==> config.mk <==
export PLATFORM = sky130hd
export DESIGN_NAME = rxdma_copy_engine
export DESIGN_NICKNAME = d
export VERILOG_FILES = /design/src/rtl/rxdma_pkg.sv /design/src/rtl/rxdma_chunk_calc.sv /design/src/rtl/rxdma_port_gate.sv /design/src/rtl/rxdma_done_fmt.sv /design/src/rtl/rxdma_copy_engine.sv
export SDC_FILE = /design/constraint.sdc
export NUM_CORES = 1
export LEC_CHECK = 0
export BUFFER_PORTS_ARGS = -buffer_cell sky130_fd_sc_hd__buf_4
export CORE_ASPECT_RATIO = 0.7
export CORE_MARGIN = 3
export CORE_UTILIZATION = 54
export DETAILED_ROUTE_END_ITERATION = 10
export HOLD_SLACK_MARGIN = 0.15
export PLACE_DENSITY = 0.82
export SYNTH_ARGS = -nofsm -noshare
export SYNTH_HDL_FRONTEND = slang
export SYNTH_HIERARCHICAL = 1
export SYNTH_SLANG_ARGS = --single-unit
==> constraint.sdc <==
create_clock -name clk -period 4.7 [get_ports clk]
set_input_delay 0 -clock clk [delete_from_list [all_inputs] [get_ports clk]]
set_output_delay 0 -clock clk [all_outputs]
set_load 0.02 [all_outputs]
==> src/rtl/rxdma_pkg.sv <==
package rxdma_pkg;

    typedef enum logic [2:0] {
        RX_IDLE       = 3'd0,
        RX_FIFO_BLOCK = 3'd1,
        RX_BEGIN_COPY = 3'd2,
        RX_COPY       = 3'd3,
        RX_COPY_DONE  = 3'd4
    } rx_state_e;

    localparam int FLAG_W = 6;

    localparam int FL_IP      = 0;
    localparam int FL_IP_ERR  = 1;
    localparam int FL_TCP     = 2;
    localparam int FL_TCP_ERR = 3;
    localparam int FL_UDP     = 4;
    localparam int FL_UDP_ERR = 5;

endpackage

==> src/rtl/rxdma_chunk_calc.sv <==
module rxdma_chunk_calc #(
    parameter int LEN_W        = 16,
    parameter int COST_W       = 24,
    parameter int DMA_DELAY    = 8,
    parameter int BLOCK_FACTOR = 3,
    parameter int BLOCK_SHIFT  = 6
) (
    input  logic [LEN_W-1:0]  desc_len,
    input  logic [LEN_W-1:0]  remain,
    output logic [LEN_W-1:0]  chunk_len,
    output logic [COST_W-1:0] cost
);
    localparam int BLK_MASK = (1 << BLOCK_SHIFT) - 1;

    logic [LEN_W:0] rounded;
    logic [LEN_W:0] blocks;

    always_comb begin
        chunk_len = (desc_len < remain) ? desc_len : remain;
        rounded   = {1'b0, chunk_len} + (LEN_W+1)'(BLK_MASK);
        blocks    = rounded >> BLOCK_SHIFT;
        cost      = COST_W'(DMA_DELAY) + COST_W'(blocks) * COST_W'(BLOCK_FACTOR);
    end

endmodule

==> src/rtl/rxdma_port_gate.sv <==
module rxdma_port_gate (
    input  logic in_begin,
    input  logic dma_busy,
    input  logic tx_waiting,
    output logic req
);
    // Transmit side is served first whenever it is waiting to start.
    always_comb begin
        req = in_begin && !dma_busy && !tx_waiting;
    end

endmodule

==> src/rtl/rxdma_done_fmt.sv <==
module rxdma_done_fmt #(
    parameter int LEN_W  = 16,
    parameter int FLAG_W = 6,
    parameter int CNT_W  = 7,
    parameter int FCNT_W = 8,
    localparam int WORD_W = LEN_W + FLAG_W + 3 + CNT_W
) (
    input  logic [LEN_W-1:0]  len,
    input  logic [FLAG_W-1:0] flags,
    input  logic              more,
    input  logic              complete,
    input  logic              busy,
    input  logic [FCNT_W-1:0] fifo_count,
    output logic [WORD_W-1:0] word
);
    localparam int CNT_MAX = (1 << CNT_W) - 1;

    logic [CNT_W-1:0] cnt_field;

    generate
        if (FCNT_W > CNT_W) begin : g_sat
            always_comb begin
                if (fifo_count > FCNT_W'(CNT_MAX))
                    cnt_field = CNT_W'(CNT_MAX);
                else
                    cnt_field = fifo_count[CNT_W-1:0];
            end
        end else begin : g_ext
            always_comb begin
                cnt_field = CNT_W'(fifo_count);
            end
        end
    endgenerate

    always_comb begin
        word = {cnt_field, busy, complete, more, flags, len};
    end

endmodule

==> src/rtl/rxdma_copy_engine.sv <==
module rxdma_copy_engine
    import rxdma_pkg::*;
#(
    parameter int ADDR_W       = 32,
    parameter int LEN_W        = 16,
    parameter int FCNT_W       = 8,
    parameter int CNT_W        = 7,
    parameter int COST_W       = 24,
    parameter int DMA_DELAY    = 8,
    parameter int BLOCK_FACTOR = 3,
    parameter int BLOCK_SHIFT  = 6,
    localparam int DONE_W      = LEN_W + FLAG_W + 3 + CNT_W
) (
    input  logic              clk,
    input  logic              rst_n,
    input  logic              desc_wr,
    input  logic [ADDR_W-1:0] desc_addr,
    input  logic [LEN_W-1:0]  desc_len,
    output logic              desc_err,
    input  logic [FCNT_W-1:0] fifo_count,
    input  logic [LEN_W-1:0]  fifo_head_len,
    input  logic [FLAG_W-1:0] fifo_head_flags,
    output logic              fifo_pop,
    input  logic              tx_waiting,
    input  logic              dma_busy,
    output logic              dma_req,
    input  logic              dma_gnt,
    input  logic              dma_done,
    output logic [ADDR_W-1:0] dma_addr,
    output logic [LEN_W-1:0]  dma_off,
    output logic [LEN_W-1:0]  dma_len,
    output logic [COST_W-1:0] dma_cost,
    output logic [DONE_W-1:0] done_word,
    output logic              irq_rx_dma
);

    rx_state_e state, state_nx;

    logic [ADDR_W-1:0] desc_addr_q;
    logic [LEN_W-1:0]  desc_len_q;
    logic [LEN_W-1:0]  rem_q;
    logic [LEN_W-1:0]  off_q;
    logic [LEN_W-1:0]  chunk_q;
    logic [FLAG_W-1:0] flags_q;
    logic              in_pkt_q;
    logic              desc_err_q;

    logic [LEN_W-1:0]  done_len_q;
    logic [FLAG_W-1:0] done_flags_q;
    logic              done_more_q;
    logic              done_cmpl_q;
    logic              done_busy_q;

    logic [LEN_W-1:0]  chunk_len;
    logic [COST_W-1:0] chunk_cost;
    logic              gate_req;
    logic              take_pkt;
    logic              last_chunk;

    rxdma_chunk_calc #(
        .LEN_W       (LEN_W),
        .COST_W      (COST_W),
        .DMA_DELAY   (DMA_DELAY),
        .BLOCK_FACTOR(BLOCK_FACTOR),
        .BLOCK_SHIFT (BLOCK_SHIFT)
    ) u_calc (
        .desc_len (desc_len_q),
        .remain   (rem_q),
        .chunk_len(chunk_len),
        .cost     (chunk_cost)
    );

    rxdma_port_gate u_gate (
        .in_begin  (state == RX_BEGIN_COPY),
        .dma_busy  (dma_busy),
        .tx_waiting(tx_waiting),
        .req       (gate_req)
    );

    rxdma_done_fmt #(
        .LEN_W (LEN_W),
        .FLAG_W(FLAG_W),
        .CNT_W (CNT_W),
        .FCNT_W(FCNT_W)
    ) u_fmt (
        .len       (done_len_q),
        .flags     (done_flags_q),
        .more      (done_more_q),
        .complete  (done_cmpl_q),
        .busy      (done_busy_q),
        .fifo_count(fifo_count),
        .word      (done_word)
    );

    assign take_pkt   = (state == RX_FIFO_BLOCK) && !in_pkt_q && (fifo_count != '0);
    assign last_chunk = (rem_q == chunk_q);

    // Next-state logic
    always_comb begin
        state_nx = state;
        unique case (state)
            RX_IDLE:       if (desc_wr) state_nx = RX_FIFO_BLOCK;
            RX_FIFO_BLOCK: if (in_pkt_q || fifo_count != '0) state_nx = RX_BEGIN_COPY;
            RX_BEGIN_COPY: if (gate_req && dma_gnt) state_nx = RX_COPY;
            RX_COPY:       if (dma_done) state_nx = RX_COPY_DONE;
            RX_COPY_DONE:  state_nx = RX_IDLE;
            default:       state_nx = RX_IDLE;
        endcase
    end

    // State register
    always_ff @(posedge clk or negedge rst_n) begin
        if (!rst_n) state <= RX_IDLE;
        else        state <= state_nx;
    end

    // Outputs
    always_comb begin
        dma_req    = gate_req;
        dma_addr   = desc_addr_q;
        dma_off    = off_q;
        dma_len    = chunk_len;
        dma_cost   = chunk_cost;
        irq_rx_dma = (state == RX_COPY_DONE);
        fifo_pop   = (state == RX_COPY_DONE) && last_chunk;
        desc_err   = desc_err_q;
    end

    // Datapath
    always_ff @(posedge clk or negedge rst_n) begin
        if (!rst_n) begin
            desc_addr_q  <= '0;
            desc_len_q   <= '0;
            rem_q        <= '0;
            off_q        <= '0;
            chunk_q      <= '0;
            flags_q      <= '0;
            in_pkt_q     <= 1'b0;
            desc_err_q   <= 1'b0;
            done_len_q   <= '0;
            done_flags_q <= '0;
            done_more_q  <= 1'b0;
            done_cmpl_q  <= 1'b0;
            done_busy_q  <= 1'b0;
        end else begin
            desc_err_q <= desc_wr && (state != RX_IDLE);

            if (state == RX_IDLE && desc_wr) begin
                desc_addr_q  <= desc_addr;
                desc_len_q   <= desc_len;
                done_len_q   <= '0;
                done_flags_q <= '0;
                done_more_q  <= 1'b0;
                done_cmpl_q  <= 1'b0;
                done_busy_q  <= 1'b1;
            end

            if (take_pkt) begin
                rem_q    <= fifo_head_len;
                off_q    <= '0;
                flags_q  <= fifo_head_flags;
                in_pkt_q <= 1'b1;
            end

            if (state == RX_BEGIN_COPY && gate_req && dma_gnt)
                chunk_q <= chunk_len;

            if (state == RX_COPY_DONE) begin
                done_len_q   <= chunk_q;
                done_flags_q <= flags_q;
                done_cmpl_q  <= 1'b1;
                done_busy_q  <= 1'b0;
                if (last_chunk) begin
                    done_more_q <= 1'b0;
                    in_pkt_q    <= 1'b0;
                end else begin
                    done_more_q <= 1'b1;
                    off_q       <= off_q + chunk_q;
                    rem_q       <= rem_q - chunk_q;
                end
            end
        end
    end

    // Assertions
    p_ignore_desc_r3: assert property (@(posedge clk) disable iff (!rst_n)
        (state != RX_IDLE && desc_wr) |=> (desc_err && $stable(desc_len_q) && $stable(desc_addr_q)));

    p_wait_empty_r4: assert property (@(posedge clk) disable iff (!rst_n)
        (state == RX_FIFO_BLOCK && !in_pkt_q && fifo_count == '0) |=> (state == RX_FIFO_BLOCK));

    p_chunk_bound_r5: assert property (@(posedge clk) disable iff (!rst_n)
        dma_req |-> (dma_len <= rem_q && dma_len <= desc_len_q));

    p_hold_begin_r7: assert property (@(posedge clk) disable iff (!rst_n)
        (state == RX_BEGIN_COPY && (dma_busy || tx_waiting)) |=> (state == RX_BEGIN_COPY));

    p_pop_last_r9: assert property (@(posedge clk) disable iff (!rst_n)
        fifo_pop |=> (state == RX_IDLE && !in_pkt_q && !done_more_q));

    p_irq_pulse_r10: assert property (@(posedge clk) disable iff (!rst_n)
        irq_rx_dma |=> (!irq_rx_dma && done_cmpl_q));

    p_flags_hold_r11: assert property (@(posedge clk) disable iff (!rst_n)
        (in_pkt_q && $past(in_pkt_q)) |-> $stable(flags_q));

endmodule

==> impl_metrics.tcl <==
set metrics [dict create \
    run_status "complete, no violations" \
    final_cell_mix "buf_4 (216), dfrtp_1 (128), nand2_1 (113)" \
    cts_buffers 17 \
    die_w_um 155 \
    fin_crit_sh 0.979 \
    antenna_found_initial 0 \
    fillCellCount 1008 \
    clk_pin_slew_ns 0.06 \
    synth.yosys.warnings 6 \
    wl_met3_mm 2.01 \
    ioPinCount 209 \
    maxCapViolCount 0 \
    cts_root_buf "clkbuf_16" \
    chipHeight_um 110 \
    drt_pass1_iterations 5 \
    wl_mm 24.0 \
    ys.flop_type "dfrtp_1" \
    clock-sinks 132 \
    wl_met1_mm 10.0 \
    max_freq_ghz 0.217 \
    start_util 0.560 \
    grt_first_pass_wirelength_mm 37.8 \
    clock_latency_ns 0.42 \
    rr_worst_depth 9 \
    hpwl_mm 16.1 \
    drive_gt1_frac 0.321 \
    grt_pass1_vias 7395 \
    hold_viol 0 \
    synth.distinct_cells 66 \
    tightest_slew_ns 1.22 \
    cts_tree "yes" \
    multi_input_area_um2 4560 \
    drt_iter0_markers 519 \
    r2r-end "dma_off[9]" \
    end_kind "output port" \
    yosysSeqAreaShare 0.396 \
    syn_area_um2 8350 \
    async_flop_share 1.00 \
    required_ns 4.70 \
    overflow 0 \
    cts_max_level 4 \
    port_buffers 197 \
    track_usage 0.281 \
    critPathArrivalTime_ns 4.60 \
    finalSetupViolations 0 \
    viasPerCell 5.56 \
    relSlewSlack 0.187 \
    dr_wl_met2_mm 11.6 \
    drv_slew 0 \
    cp_top_family "adder cells" \
    critPathMaxStageDelay_ns 0.47 \
    layout_commonest_cell "buf_4" \
    die-area_um2 17000 \
    synth.avg_cell_area_um2 9.76 \
    critPathSlowestCell "dfrtp_1" \
    startpoint_type "register" \
    yosys_register_bits 132 \
    crit_path_frequent_cell "ha_1" \
    clockBufferDepth 2 \
    route.top_layer_used "met4" \
    n_antenna_cell 0 \
    path_cells "inv_1 > ha_1 > nand2_1 > nor2_1 > nand2_2 > o21ai_4 > buf_12 > buf_4 > mux2_2 > xnor2_1 > ha_1 > ha_1 > a21oi_1 > o21ai_2 > or4_1 > nand3_2 > buf_6" \
    area_growth_syn_to_layout_pct 35.7 \
    crit_type "register to output port" \
    num_vias 7371 \
    finClkSkew_ns 0.0122 \
    grt_max_degree 97 \
    synth-edff-count 0 \
    postRouteAntennaNets 0 \
    fp-row-count 37 \
    synthCells 855 \
    regToRegSetupSlack_ns 1.64 \
    holdWs_ns 0.237 \
    regArea_um2 3310 \
    hold_class "primary input to async pin" \
    post_drt_wl_per_cell_um 18.1 \
    critPathMaxFanout 10 \
    r2r-start "rem_q[2]" \
    cp.buffers_inverters 4 \
    min_period_ns 4.60 \
    drc_errors 0 \
    core_area_um2 14900 \
    fin_nets 1270 \
    gp_congestion 0.905 \
]
## what timing repair did
item / in CTS / in global routing
gates resized for setup: 9 / 21
gates cloned: 0 / 0
buffers inserted: 2 / 9
endpoints found under the setup margin: 3 / 4
hold endpoints to repair: 170 / 0
pin swaps: 1 / 11
hold buffers: 80 / 0
## cell families after synthesis
group,count (synthesis),share of synthesized area
buffers and inverters,116,0.0739
adders and majority gates,68,0.105
muxes,74,0.105
and+or+nand+nor,242,0.134
xor gates and xnor gates,44,0.0462
other,1,0.000449
AOI/OAI and AO/OA,178,0.141
DFF,132,0.396
## registers in the layout (all words and copies together), names as in the netlist, 3 cells and up
signal	cells
flags_q	6
done_len_q	16
state	3
done_flags_q	6
dma_addr	32
dma_off	16
desc_len_q	16
rem_q	16
chunk_q	16
## layout make-up
cell class | instances | share of cell area
clock inverter | 14 | 0.0123
sequential | 132 | 0.292
timing repair buffer | 299 | 0.218
clock buffer | 18 | 0.0379
multi-input combinational | 617 | 0.402
tap | 195 | 0.0215
inverter | 50 | 0.0166
## per-stage QoR
| step | setup TNS, ns | area, um^2 | setup WS (ns) | utilization | instances |
|---|---|---|---|---|---|
| floorplan | 0 | 8390 | 0.721 | - | 865 |
| global placement | 0 | 9770 | 0.431 | 0.655 | 1202 |
| detailed placement | 0 | 9770 | 0.241 | 0.655 | 1202 |
| CTS | 0 | 11200 | 0.0196 | 0.751 | 1316 |
| global route | -0.131 | 11300 | -0.0965 | 0.760 | 1325 |
| finish | 0 | 11300 | 0.101 | 0.760 | 1325 |
## worst max-delay path by stage
| stage | startpoint | end | slack, ns | depth (start not counted) |
|---|---|---|---|---|
| finish | rem_q[10] | dma_cost[11] | 0.10 | 17 |
| global placement | rem_q[7] | dma_cost[11] | 0.43 | 21 |
| detailed placement | rem_q[7] | dma_cost[11] | 0.24 | 21 |
| floorplan | rem_q[2] | dma_cost[10] | 0.72 | 20 |
| CTS | rem_q[7] | dma_cost[12] | 0.02 | 19 |
| global route | rem_q[8] | dma_cost[11] | -0.1 | 17 |
## routing by layer
| metal | GRT usage | up-vias |
|---|---|---|
| met3 | 0.0718 | 38 |
| met1 | 0.366 | 3539 |
| met4 | 0.0687 | 0 |
| li1 | - | 3479 |
| met2 | 0.478 | 315 |
| met5 | 0 | - |
## worst register-to-register path: cells and delay by family, from the launching register on
| kind | cells | cell delay (ns) |
|---|---|---|
| and+or+nand+nor | 5 | 1.62 |
| AOI/OAI and AO/OA | 1 | 0.07 |
| adders and majority gates | 1 | 0.35 |
| DFF | 1 | 0.41 |
| buffers and inverters | 2 | 0.53 |
## Yosys cell counts (14+ instances only)
cell,n,area (um^2)
buf_4,37,278
nand3_1,28,140
a31oi_1,14,87.6
o21ai_1,24,120
nand2_1,114,428
dfrtp_1,132,3300
nor2_1,42,158
o21ai_0,42,210
ha_1,65,813
xor2_1,16,140
inv_1,49,184
a21oi_1,32,160
clkbuf_1,16,60.1
xnor2_1,28,245
mux2_2,60,676
Power is not shown: default switching activity piles up to over one toggle a cycle in this logic, so the estimate is an artifact.
